### src/rtl/picif_pkg.sv
package picif_pkg;
  localparam int BYTE_W = 8;
  localparam int LVL_W  = $clog2(BYTE_W);
  localparam int BASE_W = BYTE_W - 3;

  typedef enum logic [2:0] {
    ST_UNINIT, ST_ICW2, ST_ICW3, ST_ICW4, ST_READY
  } seq_t;

  typedef enum logic [1:0] {
    LK_START, LK_CMD, LK_RDSEL
  } lowkind_t;

  // what a low-address byte means, from bits 4 and 3
  function automatic lowkind_t classify_low(input logic [BYTE_W-1:0] d);
    if (d[4])      return LK_START;
    else if (d[3]) return LK_RDSEL;
    else           return LK_CMD;
  endfunction

  function automatic seq_t after_vector(input logic single, input logic want4);
    if (!single)    return ST_ICW3;
    else if (want4) return ST_ICW4;
    else            return ST_READY;
  endfunction

  function automatic seq_t after_slave(input logic want4);
    return want4 ? ST_ICW4 : ST_READY;
  endfunction

  function automatic logic [BYTE_W-1:0] pick_read(
      input logic hi, input logic poll, input logic isr_sel,
      input logic [BYTE_W-1:0] msk, input logic [BYTE_W-1:0] pw,
      input logic [BYTE_W-1:0] isr, input logic [BYTE_W-1:0] irr);
    if (hi)           return msk;
    else if (poll)    return pw;
    else if (isr_sel) return isr;
    else              return irr;
  endfunction
endpackage

### src/rtl/picif_icw_seq.sv
module picif_icw_seq
  import picif_pkg::*;
(
  input  logic              clk,
  input  logic              rst_n,
  input  logic              ev_start,
  input  logic              wr_hi,
  input  logic [BYTE_W-1:0] wdata,
  output logic              ready,
  output logic [BASE_W-1:0] vec_base,
  output logic              spacing4,
  output logic              level_trig,
  output logic              single_mode,
  output logic [BYTE_W-1:0] slave_map,
  output logic              mode86,
  output logic              auto_eoi,
  output logic [1:0]        buf_mode,
  output logic              sfnm,
  output logic              prio_rst
);
  seq_t state;
  logic want4;

  always_ff @(posedge clk) begin
    if (!rst_n) begin
      state <= ST_UNINIT; want4 <= 1'b0; vec_base <= '0;
      spacing4 <= 1'b0; level_trig <= 1'b0; single_mode <= 1'b0;
      slave_map <= '0; mode86 <= 1'b0; auto_eoi <= 1'b0;
      buf_mode <= 2'b00; sfnm <= 1'b0; prio_rst <= 1'b0;
    end else begin
      prio_rst <= 1'b0;
      if (ev_start) begin
        state       <= ST_ICW2;
        want4       <= wdata[0];
        single_mode <= wdata[1];
        spacing4    <= wdata[2];
        level_trig  <= wdata[3];
        slave_map   <= '0;
        mode86 <= 1'b0; auto_eoi <= 1'b0; buf_mode <= 2'b00; sfnm <= 1'b0;
        prio_rst    <= 1'b1;
      end else if (wr_hi) begin
        case (state)
          ST_ICW2: begin
            vec_base <= wdata[BYTE_W-1:3];
            state    <= after_vector(single_mode, want4);
          end
          ST_ICW3: begin
            slave_map <= wdata;
            state     <= after_slave(want4);
          end
          ST_ICW4: begin
            mode86   <= wdata[0];
            auto_eoi <= wdata[1];
            buf_mode <= wdata[3:2];
            sfnm     <= wdata[4];
            state    <= ST_READY;
          end
          default: ;
        endcase
      end
    end
  end

  assign ready = (state == ST_READY);

  p_start_opens_seq_r1: assert property (@(posedge clk) disable iff (!rst_n)
    ev_start |=> (state == ST_ICW2) && !ready);
  p_cascade_wants_slave_r3: assert property (@(posedge clk) disable iff (!rst_n)
    (state == ST_ICW2 && wr_hi && !ev_start && !single_mode) |=> state == ST_ICW3);
  p_skip_to_ready_r3: assert property (@(posedge clk) disable iff (!rst_n)
    (state == ST_ICW2 && wr_hi && !ev_start && single_mode && !want4) |=> ready);
  p_prio_pulse_r6: assert property (@(posedge clk) disable iff (!rst_n)
    prio_rst |-> $past(ev_start));
  p_uninit_holds_r13: assert property (@(posedge clk) disable iff (!rst_n)
    (state == ST_UNINIT && !ev_start) |=> state == ST_UNINIT);
endmodule

### src/rtl/picif_ocw_dec.sv
module picif_ocw_dec
  import picif_pkg::*;
(
  input  logic              clk,
  input  logic              rst_n,
  input  logic              ev_start,
  input  logic              ev_cmd,
  input  logic              ev_rdsel,
  input  logic              ev_mask,
  input  logic              ev_rd_lo,
  input  logic [BYTE_W-1:0] wdata,
  output logic [BYTE_W-1:0] mask,
  output logic              cmd_stb,
  output logic [2:0]        cmd_op,
  output logic [LVL_W-1:0]  cmd_lvl,
  output logic              isr_sel,
  output logic              poll_pend,
  output logic              spec_mask
);
  always_ff @(posedge clk) begin
    if (!rst_n) begin
      mask <= '0; cmd_stb <= 1'b0; cmd_op <= '0; cmd_lvl <= '0;
      isr_sel <= 1'b0; poll_pend <= 1'b0; spec_mask <= 1'b0;
    end else begin
      cmd_stb <= ev_cmd;
      if (ev_cmd) begin
        cmd_op  <= wdata[7:5];
        cmd_lvl <= wdata[LVL_W-1:0];
      end
      if (ev_start) begin
        mask <= '0; isr_sel <= 1'b0; poll_pend <= 1'b0; spec_mask <= 1'b0;
      end else begin
        if (ev_mask) mask <= wdata;
        if (ev_rdsel && wdata[1]) isr_sel   <= wdata[0];
        if (ev_rdsel && wdata[6]) spec_mask <= wdata[5];
        if (ev_rdsel && wdata[2]) poll_pend <= 1'b1;
        else if (ev_rd_lo)        poll_pend <= 1'b0;
      end
    end
  end

  p_start_clears_mask_r6: assert property (@(posedge clk) disable iff (!rst_n)
    ev_start |=> mask == '0);
  p_mask_hold_r12: assert property (@(posedge clk) disable iff (!rst_n)
    (!ev_mask && !ev_start) |=> $stable(mask));
  p_cmd_from_write_r8: assert property (@(posedge clk) disable iff (!rst_n)
    cmd_stb |-> $past(ev_cmd));
  p_poll_once_r10: assert property (@(posedge clk) disable iff (!rst_n)
    (poll_pend && ev_rd_lo && !ev_rdsel && !ev_start) |=> !poll_pend);
  p_smm_hold_r11: assert property (@(posedge clk) disable iff (!rst_n)
    (!ev_rdsel && !ev_start) |=> $stable(spec_mask));
endmodule

### src/rtl/picif_regs.sv
module picif_regs
  import picif_pkg::*;
(
  input  logic              clk,
  input  logic              rst_n,
  input  logic              wr_en,
  input  logic              rd_en,
  input  logic              addr,
  input  logic [BYTE_W-1:0] wdata,
  output logic [BYTE_W-1:0] rdata,
  input  logic [BYTE_W-1:0] irr_in,
  input  logic [BYTE_W-1:0] isr_in,
  input  logic [BYTE_W-1:0] poll_word,
  output logic              init_done,
  output logic [BASE_W-1:0] vec_base,
  output logic              spacing4,
  output logic              level_trig,
  output logic              single_mode,
  output logic [BYTE_W-1:0] slave_map,
  output logic              mode86,
  output logic              auto_eoi,
  output logic [1:0]        buf_mode,
  output logic              sfnm,
  output logic [BYTE_W-1:0] mask,
  output logic              prio_rst,
  output logic              cmd_stb,
  output logic [2:0]        cmd_op,
  output logic [LVL_W-1:0]  cmd_lvl,
  output logic              spec_mask
);
  lowkind_t kind;
  logic wr_lo, wr_hi, ev_start, ev_cmd, ev_rdsel, ev_mask, ev_rd_lo;
  logic isr_sel, poll_pend;

  assign kind     = classify_low(wdata);
  assign wr_lo    = wr_en && !addr;
  assign wr_hi    = wr_en && addr;
  assign ev_start = wr_lo && (kind == LK_START);
  assign ev_cmd   = wr_lo && (kind == LK_CMD)   && init_done;
  assign ev_rdsel = wr_lo && (kind == LK_RDSEL) && init_done;
  assign ev_mask  = wr_hi && init_done;
  assign ev_rd_lo = rd_en && !addr;

  picif_icw_seq u_seq (
    .clk, .rst_n, .ev_start, .wr_hi, .wdata,
    .ready(init_done), .vec_base, .spacing4, .level_trig, .single_mode,
    .slave_map, .mode86, .auto_eoi, .buf_mode, .sfnm, .prio_rst
  );

  picif_ocw_dec u_ocw (
    .clk, .rst_n, .ev_start, .ev_cmd, .ev_rdsel, .ev_mask, .ev_rd_lo, .wdata,
    .mask, .cmd_stb, .cmd_op, .cmd_lvl, .isr_sel, .poll_pend, .spec_mask
  );

  assign rdata = pick_read(addr, poll_pend, isr_sel, mask, poll_word, isr_in, irr_in);

  p_no_cmd_uninit_r12: assert property (@(posedge clk) disable iff (!rst_n)
    (wr_lo && !init_done && kind != LK_START) |=> !cmd_stb);
  p_hi_read_mask_r7: assert property (@(posedge clk) disable iff (!rst_n)
    addr |-> rdata == mask);
endmodule

### config.mk
export PLATFORM = sky130hd
export DESIGN_NAME = picif_regs
export DESIGN_NICKNAME = d
export VERILOG_FILES = /design/src/rtl/picif_pkg.sv /design/src/rtl/picif_icw_seq.sv /design/src/rtl/picif_ocw_dec.sv /design/src/rtl/picif_regs.sv
export SDC_FILE = /design/constraint.sdc
export NUM_CORES = 1
export LEC_CHECK = 0
export ABC_CLOCK_PERIOD_IN_PS = 3600
export BUFFER_PORTS_ARGS = -buffer_cell sky130_fd_sc_hd__buf_2
export CAP_MARGIN = 40
export CORE_ASPECT_RATIO = 2
export CORE_MARGIN = 2
export CORE_UTILIZATION = 52
export CTS_CLUSTER_SIZE = 20
export DETAILED_ROUTE_END_ITERATION = 12
export PLACE_DENSITY = 0.85
export SLEW_MARGIN = 10
export SYNTH_ARGS = -nofsm -noshare
export SYNTH_HDL_FRONTEND = slang
export SYNTH_HIERARCHICAL = 1
export SYNTH_SLANG_ARGS = --single-unit
### constraint.sdc
create_clock -name clk -period 3.6 [get_ports clk]
set_clock_uncertainty 0.1 [all_clocks]
set_input_delay 0.36 -clock clk [delete_from_list [all_inputs] [get_ports clk]]
set_output_delay 0.36 -clock clk [all_outputs]
set_load 0.05 [all_outputs]
Word level (Yosys, flattened, before mapping)
Cells that the tools add are included.
{ "classes": {"eq_ne": 6, "n_mux": 13, "bitwise": 2, "reduce_logical": 24} }
{ "op_table": {"columns": ["op", "count"], "rows": [
  ["8-bit two-way mux", 3],
  ["1-bit logical AND", 12],
  ["3-bit one-hot mux with 3 select lines", 1],
  ["2-bit AND reduction", 4],
  ["3-bit by 2-bit equality test with 1-bit output, second input constant", 2],
  ["3-bit two-way mux", 2],
  ["1-bit two-way mux", 5],
  ["2-bit two-way mux", 2],
  ["2-bit nonzero test", 2],
  ["4-bit nonzero test", 1],
  ["3-bit by 1-bit equality test with 1-bit output, second input constant", 1],
  ["3-bit equality test, second input constant", 1],
  ["3-bit AND reduction", 1],
  ["3-bit nonzero test", 1],
  ["2-bit by 1-bit equality test with 1-bit output, second input constant", 1],
  ["2-bit equality test, second input constant", 1],
  ["2-bit zero test", 1],
  ["1-bit inverter", 2],
  ["2-bit OR reduction", 1],
  ["1-bit zero test", 1]
]} }
{ "word_totals": {"ff_bits": 44, "in_bits": 37} }

Longest topological paths before layout
Gate-level depths: netlist (run 1).
{ "depth": {"depth_word": 7, "mapped_depth": 7, "mapped_depth_nobuf": 5} }

By module
Netlist (run 1), hierarchy kept.
{ "modules_own_cells": {"columns": ["module", "instances", "cells_each", "area_each_um2", "seq_area_each_um2"], "rows": [
  ["picif_icw_seq", 1, 102, 1068.5, 520.5],
  ["picif_ocw_dec", 1, 60, 671.9, 360.3],
  ["picif_regs", 1, 44, 367.9, 0.0]
]} }

Worst setup path before layout (run 1)
Ideal clock, no wire load.
{ "synth_timing": {"path_kind": "reg-to-reg", "start": "register u_seq.state[1]", "end": "register u_ocw.cmd_lvl[0]", "arrival_time_ps": 2443, "setup_slack_ps": 939, "path_stages_with_launch": 8, "path_buffers": 2, "period_less_slack_ps": 2661, "path_cell_list": "dfxtp_1 -> buf_4 -> nor3b_1 -> nand4bb_1 -> nor2_1 -> buf_4 -> mux2i_1 -> nor2b_1"} }
{ "synth_between": {"elab_chain_len": 2} }
{ "synth_lines": {"columns": ["element", "line", "source"], "rows": [
  ["from (decl)", "picif_icw_seq.sv:21", "seq_t state;"],
  ["from (signal assigned)", "picif_icw_seq.sv:45", "state <= after_vector(single_mode, want4);"],
  ["from (signal assigned)", "picif_icw_seq.sv:49", "state <= after_slave(want4);"],
  ["3-bit equality test", "picif_icw_seq.sv:64", "assign ready = (state == ST_READY);"],
  ["net init_done", "picif_regs.sv:14", "output logic init_done,"],
  ["1-bit logical AND", "picif_regs.sv:39", "assign ev_cmd = wr_lo && (kind == LK_CMD) && init_done;"],
  ["net ev_cmd", "picif_regs.sv:32", "logic wr_lo, wr_hi, ev_start, ev_cmd, ev_rdsel, ev_mask, ev_rd_lo;"],
  ["to (signal assigned)", "picif_ocw_dec.sv:28", "cmd_lvl <= wdata[LVL_W-1:0];"],
  ["to (decl)", "picif_ocw_dec.sv:15", "output logic [LVL_W-1:0] cmd_lvl,"]
]} }
The timed path passes the listed nets, and every way through them passes these cells.
A chain may end at the register's enable or synchronous reset.

Final worst setup path (run 1)
{ "layout_timing": {"start": "register u_seq.state[2]", "end": "register u_ocw.cmd_lvl[1]"} }
{ "layout_between": {"elab_chain_len": 2} }
{ "layout_lines": {"columns": ["element", "line"], "rows": [
  ["3-bit equality test", "picif_icw_seq.sv:64"],
  ["1-bit logical AND", "picif_regs.sv:39"],
  ["net ev_cmd", "picif_regs.sv:32"]
]} }
The timed path passes the listed nets, and every way through them passes these cells.

==> load_flow_metrics.sql, run 1 <==
INSERT INTO impl_metrics (metric_group, metric, value, unit) VALUES
('outcome', 'outcome', 'finished, final reports clean', ''),
('routing', 'drc', '0', ''),
('synthesis', 'yosys-top-cells-count', '44 x sky130_fd_sc_hd__dfxtp_1, 44 x sky130_fd_sc_hd__mux2i_1, 24 x sky130_fd_sc_hd__nor2_1, 18 x sky130_fd_sc_hd__nor2b_1, 13 x sky130_fd_sc_hd__nand2_1', ''),
('worst_setup_path', 'worst-endpoint-arrival', '2220', 'ps'),
('global_route', 'grt_pass1_vias', '1693', ''),
('worst_hold_path', 'holdCritStartpoint', 'wdata[7]', ''),
('clock_network', 'root_buffer', 'sky130_fd_sc_hd__clkbuf_8', ''),
('floorplanning', 'floorplan_core_area', '0.003884', 'mm^2'),
('worst_setup_path', 'critical_path_depth', '5', ''),
('synthesis', 'synth-main-ff-cell', 'sky130_fd_sc_hd__dfxtp_1', ''),
('layout', 'insertedDiodeCount', '0', ''),
('routing', 'postRouteWirelength', '4841', 'um'),
('clock_network', 'clock_latency_reported_for_the_late_side_of_the_worst_skew_pair', '290', 'ps'),
('timing', 'hold_violations', '0', ''),
('worst_setup_path', 'crit_buf_inv', '0', ''),
('synthesis', 'synth_simple_gate_area_share', '22.67', '%'),
('floorplanning', 'fp.dieW', '49.03', 'um'),
('worst_hold_path', 'hold_path_class', 'input port to flop', ''),
('floorplanning', 'die_y', '94.05', 'um'),
('worst_setup_path', 'startpoint', 'u_seq/state[2]', ''),
('routing', 'route.antenna.remaining_nets', '0', ''),
('routing', 'wire_per_inst', '14.54', 'um'),
('worst_setup_path', 'worst_setup_path_end_kind', 'flop', ''),
('floorplanning', 'initial_core_util', '54.28', '%'),
('power_and_ir_drop', 'power.leakage', '1.127', 'nW'),
('synthesis', 'synthesis.nets', '243', ''),
('synthesis', 'leading_post_synthesis_cells_by_cell_area', 'sky130_fd_sc_hd__dfxtp_1 42%, sky130_fd_sc_hd__mux2i_1 21%, sky130_fd_sc_hd__nor2b_1 5.3%', ''),
('timing', 'rsz0062_at_grt', 'false', ''),
('worst_setup_path', 'cp_slowest_cell', 'sky130_fd_sc_hd__nor2_1', ''),
('layout', 'multi_input_comb_area', '0.001112', 'mm^2'),
('power_and_ir_drop', 'power-per-cell-area', '350.5', 'mW/mm^2'),
('layout', 'finish.utilization', '65.85', '%'),
('synthesis', 'synth_top_area_cell', 'sky130_fd_sc_hd__dfxtp_1', ''),
('synthesis', 'synthesized_cell_area', '0.002108', 'mm^2'),
('clock_network', 'number_of_buffers_inserted_during_clock_tree_synthesis', '5', ''),
('synthesis', 'netlist-cell-type-count', '32', ''),
('synthesis', 'synth_xor_xnor_area_share', '0', '%'),
('clock_network', 'clockBufferDepth', '2', ''),
('worst_setup_path', 'worst_reg2reg_setup_slack', '1460', 'ps'),
('worst_setup_path', 'worstSetupPathType', 'flop to flop', ''),
('timing', 'post_route_setup_tns', '0', 'ps'),
('placed_design', 'port_buffers', '83', ''),
('synthesis', 'total_of_flip_flops_plus_latches_after_synthesis', '44', ''),
('layout', 'fraction_of_final_layout_cells_with_drive_strength_greater_than_1', '37.59', '%'),
('worst_setup_path', 'cp-endpoint', 'u_ocw/cmd_lvl[1]', ''),
('clock_network', 'cts_hold_buf', '0', ''),
('worst_setup_path', 'cp_cell_sequence', 'nor3b_1 > nand4bb_1 > nor2_1 > mux2i_1 > nor2b_1', ''),
('routing', 'via_count', '1759', ''),
('synthesis', 'synthesis.area_per_instance', '10.23', 'um^2'),
('flow_run', 'timing.max_cap.violations', '0', ''),
('clock_network', 'cts_tree', 'built', ''),
('synthesis', 'sequential_element_share_of_the_synthesized_area', '41.78', '%'),
('placed_design', 'gp_congestion', '0.8307', ''),
('global_route', 'global_route.overflow_total', '0', ''),
('placed_design', 'post-place-ws', '1492', 'ps'),
('synthesis', 'async_reset_ff_share', '0', '%'),
('layout', 'nNetsFinal', '319', ''),
('timing', 'final.period_utilization', '59.38', '%'),
('synthesis', 'synth_fa_ha_area_share', '0', '%'),
('synthesis', 'synth_top_area_share', '41.78', '%'),
('clock_network', 'post_cts_resize_count', '0', ''),
('clock_network', 'cts_num_sinks', '44', ''),
('worst_hold_path', 'hold-path-cell-count', '3', ''),
('worst_setup_path', 'worst_ep_required', '3690', 'ps'),
('global_route', 'antenna_found_initial', '0', ''),
('worst_setup_path', 'reg2reg_to', 'u_ocw/cmd_lvl[1]', ''),
('routing', 'via_per_inst', '5.282', ''),
('synthesis', 'yosys-mux-area-fraction', '20.89', '%'),
('layout', 'area_growth_synth_to_finish', '21.31', '%'),
('global_route', 'first_pass_grt_wire_length', '7741', 'um'),
('synthesis', 'synth-compound-area-share', '9.199', '%');
## worst register-to-register path, cell delays in order, from the launching register on
cell and delay [ps]:
sky130_fd_sc_hd__dfxtp_1 430, sky130_fd_sc_hd__nor3b_1 370, sky130_fd_sc_hd__nand4bb_1 200, sky130_fd_sc_hd__nor2_1 590, sky130_fd_sc_hd__mux2i_1 280, sky130_fd_sc_hd__nor2b_1 60
## metrics by stage
stage	cell area, um^2	instances
2_1_floorplan	2108	206
3_3_place_gp	2480	326
3_5_place_dp	2480	326
4_1_cts	2557	333
5_1_grt	2557	333
6_report	2557	333
## report_power, final
group / internal (mW) / switching, mW
sequential: 0.490 / 0.00406
clock: 0.132 / 0.156
combinational: 0.0401 / 0.0743
total: 0.662 / 0.234
## final cells by class
cell class | count | area share [%]
Tap cell | 51 | 2.495
Clock buffer | 6 | 2.838
Clock inverter | 1 | 0.1957
Multi-Input combinational cell | 146 | 43.49
Sequential cell | 44 | 34.44
Timing Repair Buffer | 83 | 16.24
Inverter | 2 | 0.2935
## state kept, by name, indices dropped and copies added, names as in the netlist
register	cells
u_seq/level_trig	1
u_ocw/isr_sel	1
u_ocw/mask	8
u_seq/slave_map	8
u_seq/spacing4	1
u_seq/want4	1
u_ocw/cmd_stb	1
u_seq/mode86	1
u_seq/prio_rst	1
u_seq/vec_base	5
u_seq/single_mode	1
u_seq/buf_mode	2
u_ocw/cmd_lvl	3
u_seq/auto_eoi	1
u_ocw/cmd_op	3
u_ocw/poll_pend	1
u_seq/state	3
u_ocw/spec_mask	1
u_seq/sfnm	1
## cell usage in the layout (no fill, tap or decap), types with 2 or more instances in the layout
master and instances:
sky130_fd_sc_hd__buf_2 83, sky130_fd_sc_hd__a211oi_2 7, sky130_fd_sc_hd__and2_1 3, sky130_fd_sc_hd__nor2_1 24, sky130_fd_sc_hd__nand3_1 2, sky130_fd_sc_hd__a21oi_2 2
sky130_fd_sc_hd__inv_1 2, sky130_fd_sc_hd__nand2_1 13, sky130_fd_sc_hd__nand2b_1 4, sky130_fd_sc_hd__mux2i_1 44, sky130_fd_sc_hd__a21oi_1 2, sky130_fd_sc_hd__clkbuf_8 5
sky130_fd_sc_hd__nor2b_1 18, sky130_fd_sc_hd__and4bb_1 2, sky130_fd_sc_hd__dfxtp_1 44, sky130_fd_sc_hd__nor3b_1 9, sky130_fd_sc_hd__a311oi_1 2, sky130_fd_sc_hd__a21bo_2 2
## per-layer routing
metal	vias up	routed length [um]	global-route usage, %
met2	72	2594	40.07
met1	809	1791	21.96
met4	0	170	14.05
met5	-	0	0
li1	867	-	-
met3	11	285	3.981
## worst min path at each step
stage / end / slack [ps]
floorplan: u_ocw/cmd_stb / 390
global placement: u_seq/vec_base[0] / 340
detailed placement: u_seq/vec_base[4] / 350
CTS: u_seq/vec_base[4] / 250
global route: u_ocw/mask[7] / 260
finish: u_seq/vec_base[4] / 260
## cells by family after synthesis
family                 after synthesis
AOI/OAI and AO/OA                   19
and+or+nand+nor                     83
buffers and inverters               16
muxes                               44
DFF                                 44
(Power assumes the default switching activity.)
==> inputs of run 2 (changes only) <==
ABC_CLOCK_PERIOD_IN_PS = 2200   (was 3600)
CORE_UTILIZATION = 48   (was 52)
PLACE_DENSITY = 0.79   (was 0.85)
clock period = 2.2 ns   (was 3.6 ns; I/O delays follow)
==> run 2 against run 1 <==
Final area increased by 3.0%. Routed wire length increased by 0.91%. Global-route usage decreased by 0.78 points. Critical path depth decreased by 2. Sequential power increased by 64%. Count of clock-buffer cells in the layout unchanged. Sequential cell count unchanged. Die area increased by 7.8%. Setup slack got worse by 1200 ps.
==> load_flow_metrics.sql, run 2 (synthesis results as in run 1) <==
INSERT INTO impl_metrics (metric_group, metric, value, unit) VALUES
('outcome', 'outcome', 'finished, final reports clean', ''),
('floorplanning', 'die_area', '0.004970', 'mm^2'),
('floorplanning', 'floorplan_core_area', '0.004297', 'mm^2'),
('timing', 'rsz0062_at_grt', 'false', ''),
('worst_setup_path', 'crit-reg2reg-launch', 'u_seq/state[2]', ''),
('clock_network', 'cts_num_sinks', '44', ''),
('timing', 'max_clock_freq', '0.5100', 'GHz'),
('worst_setup_path', 'worst-endpoint-arrival', '1640', 'ps'),
('placed_design', 'gp_congestion', '0.7475', ''),
('routing', 'via_per_inst', '5.184', ''),
('worst_setup_path', 'ff2ff_path_depth', '4', ''),
('routing', 'via_count', '1773', ''),
('layout', 'nNetsFinal', '324', ''),
('timing', 'tightest_slew', '497.8', 'ps'),
('clock_network', 'cts_hold_buf', '0', ''),
('floorplanning', 'fp.dieW', '50.86', 'um'),
('clock_network', 'level_count_of_the_clock_h_tree', '2', ''),
('routing', 'route.antenna.remaining_nets', '0', ''),
('floorplanning', 'ios', '84', ''),
('flow_run', 'timing.max_cap.violations', '0', ''),
('power_and_ir_drop', 'power.leakage', '1.171', 'nW'),
('layout', 'fraction_of_final_layout_cells_with_drive_strength_greater_than_1', '39.24', '%'),
('clock_network', 'cts_tree', 'built', ''),
('routing', 'detailedRoute.firstPassIterationCount', '3', ''),
('worst_setup_path', 'startpoint', 'u_ocw/isr_sel', ''),
('clock_network', 'cts.repair_timing.setup_buffer_count', '0', ''),
('layout', 'finish.utilization', '61.30', '%'),
('placed_design', 'port_buffers', '83', ''),
('placed_design', 'post-place-ws', '499.7', 'ps'),
('routing', 'wire_per_inst', '14.28', 'um'),
('timing', 'post_route_setup_tns', '0', 'ps'),
('global_route', 'grt_pass1_vias', '1775', ''),
('layout', 'area_growth_synth_to_finish', '24.93', '%'),
('timing', 'timing.max_slew.rel_slack', '66.78', '%'),
('floorplanning', 'initial_core_util', '49.07', '%'),
('clock_network', 'clock_latency_reported_for_the_late_side_of_the_worst_skew_pair', '280', 'ps'),
('clock_network', 'clockBufferDepth', '2', ''),
('clock_network', 'number_of_buffers_inserted_during_clock_tree_synthesis', '5', ''),
('worst_setup_path', 'worst_ep_required', '1880', 'ps'),
('worst_setup_path', 'worstSetupPathType', 'flop to output port', ''),
('floorplanning', 'rows', '34', ''),
('global_route', 'pin_count_of_the_biggest_net_entering_global_routing', '25', ''),
('timing', 'final.period_utilization', '89.13', '%'),
('power_and_ir_drop', 'peakVddDrop', '0.6482', 'mV'),
('worst_hold_path', 'holdCritStartpoint', 'wdata[7]', ''),
('global_route', 'first_pass_grt_wire_length', '7948', 'um'),
('global_route', 'track_usage', '21.03', '%'),
('layout', 'insertedDiodeCount', '0', ''),
('global_route', 'global_route.overflow_total', '0', ''),
('worst_setup_path', 'critical_path_start_type', 'flop', ''),
('clock_network', 'post_cts_resize_count', '0', ''),
('timing', 'final_period_minus_worst_setup_slack', '1961', 'ps'),
('layout', 'layout.cells.most_common', 'sky130_fd_sc_hd__buf_2', ''),
('global_route', 'antenna_found_initial', '0', ''),
('layout', 'stdcell_count', '342', ''),
('placed_design', 'dp_hpwl', '3808', 'um'),
('layout', 'most-common-layout-cells', '83 x sky130_fd_sc_hd__buf_2, 44 x sky130_fd_sc_hd__mux2i_1, 44 x sky130_fd_sc_hd__dfxtp_1, 24 x sky130_fd_sc_hd__nor2_1, 18 x sky130_fd_sc_hd__nor2b_1', ''),
('timing', 'hold_violations', '0', ''),
('layout', 'filler_cell_count', '416', ''),
('timing', 'setup_viol', '0', ''),
('routing', 'drc', '0', ''),
('worst_hold_path', 'hold-path-cell-count', '3', ''),
('routing', 'postRouteWirelength', '4885', 'um'),
('clock_network', 'worst_setup_hold_path_clk_slew', '80', 'ps'),
('timing', 'postLayoutSetupSlackWorst', '239.2', 'ps'),
('timing', 'timing.final.max_slew_violations', '0', ''),
('clock_network', 'root_buffer', 'sky130_fd_sc_hd__clkbuf_8', ''),
('worst_hold_path', 'hold_path_class', 'input port to flop', ''),
('layout', 'biggestRegsByFlops', 'u_ocw/mask x8, u_seq/slave_map x8, u_seq/vec_base x5', ''),
('floorplanning', 'die_y', '97.73', 'um'),
('worst_setup_path', 'timing.critical_path.fanout_max', '9', ''),
('routing', 'drt-initial-drc-count', '30', ''),
('placed_design', 'placed_cells', '334', ''),
('power_and_ir_drop', 'power-per-cell-area', '603.9', 'mW/mm^2'),
('worst_setup_path', 'worst_setup_path_end_kind', 'output port', ''),
('timing', 'hold_slack', '125.2', 'ps');
## run 2: worst paths after layout
kind | end | slack [ps]
worst max register to register | u_ocw/mask[0] | 490
worst min register to register | u_seq/vec_base[3] | 360
worst max-delay path | rdata[5] | 240
worst min-delay path | u_seq/vec_base[4] | 130
## run 2: power by group
group          switching [mW]  internal (mW)  total (mW)
clock                   0.251          0.337       0.588
combinational           0.124         0.0705       0.194
sequential            0.00669          0.802       0.809
total                   0.381           1.21        1.59
## run 2: layout make-up
type	count	area, um^2	share of cell area (%)
multi-input combinational	146	1117	42.42
sequential	44	880.8	33.44
timing repair buffer	88	452.9	17.20
clock buffer	6	72.57	2.755
tap	54	67.56	2.565
clock inverter	2	35.03	1.330
inverter	2	7.507	0.2850
## run 2: layer usage
layer | up-vias | routed length [um] | global-route usage (%)
li1 | 877 | - | -
met5 | - | 0 | 0
met3 | 7 | 283 | 3.692
met2 | 67 | 2704 | 39.78
met4 | 0 | 96 | 9.771
met1 | 822 | 1801 | 21.08
## run 2: metrics by stage
| stage | area [um^2] | power [mW] |
|---|---|---|
| after floorplan | 2113 | 0.9522 |
| after global placement | 2526 | 1.018 |
| after detailed placement | 2526 | 1.022 |
| after CTS | 2634 | 1.613 |
| after global routing | 2634 | 1.656 |
| final | 2634 | 1.591 |
## run 2: critical path: stages, from the launching register on
cell and delay, ps:
sky130_fd_sc_hd__dfxtp_1 630, sky130_fd_sc_hd__mux2i_1 180, sky130_fd_sc_hd__a221oi_2 250, sky130_fd_sc_hd__buf_2 290
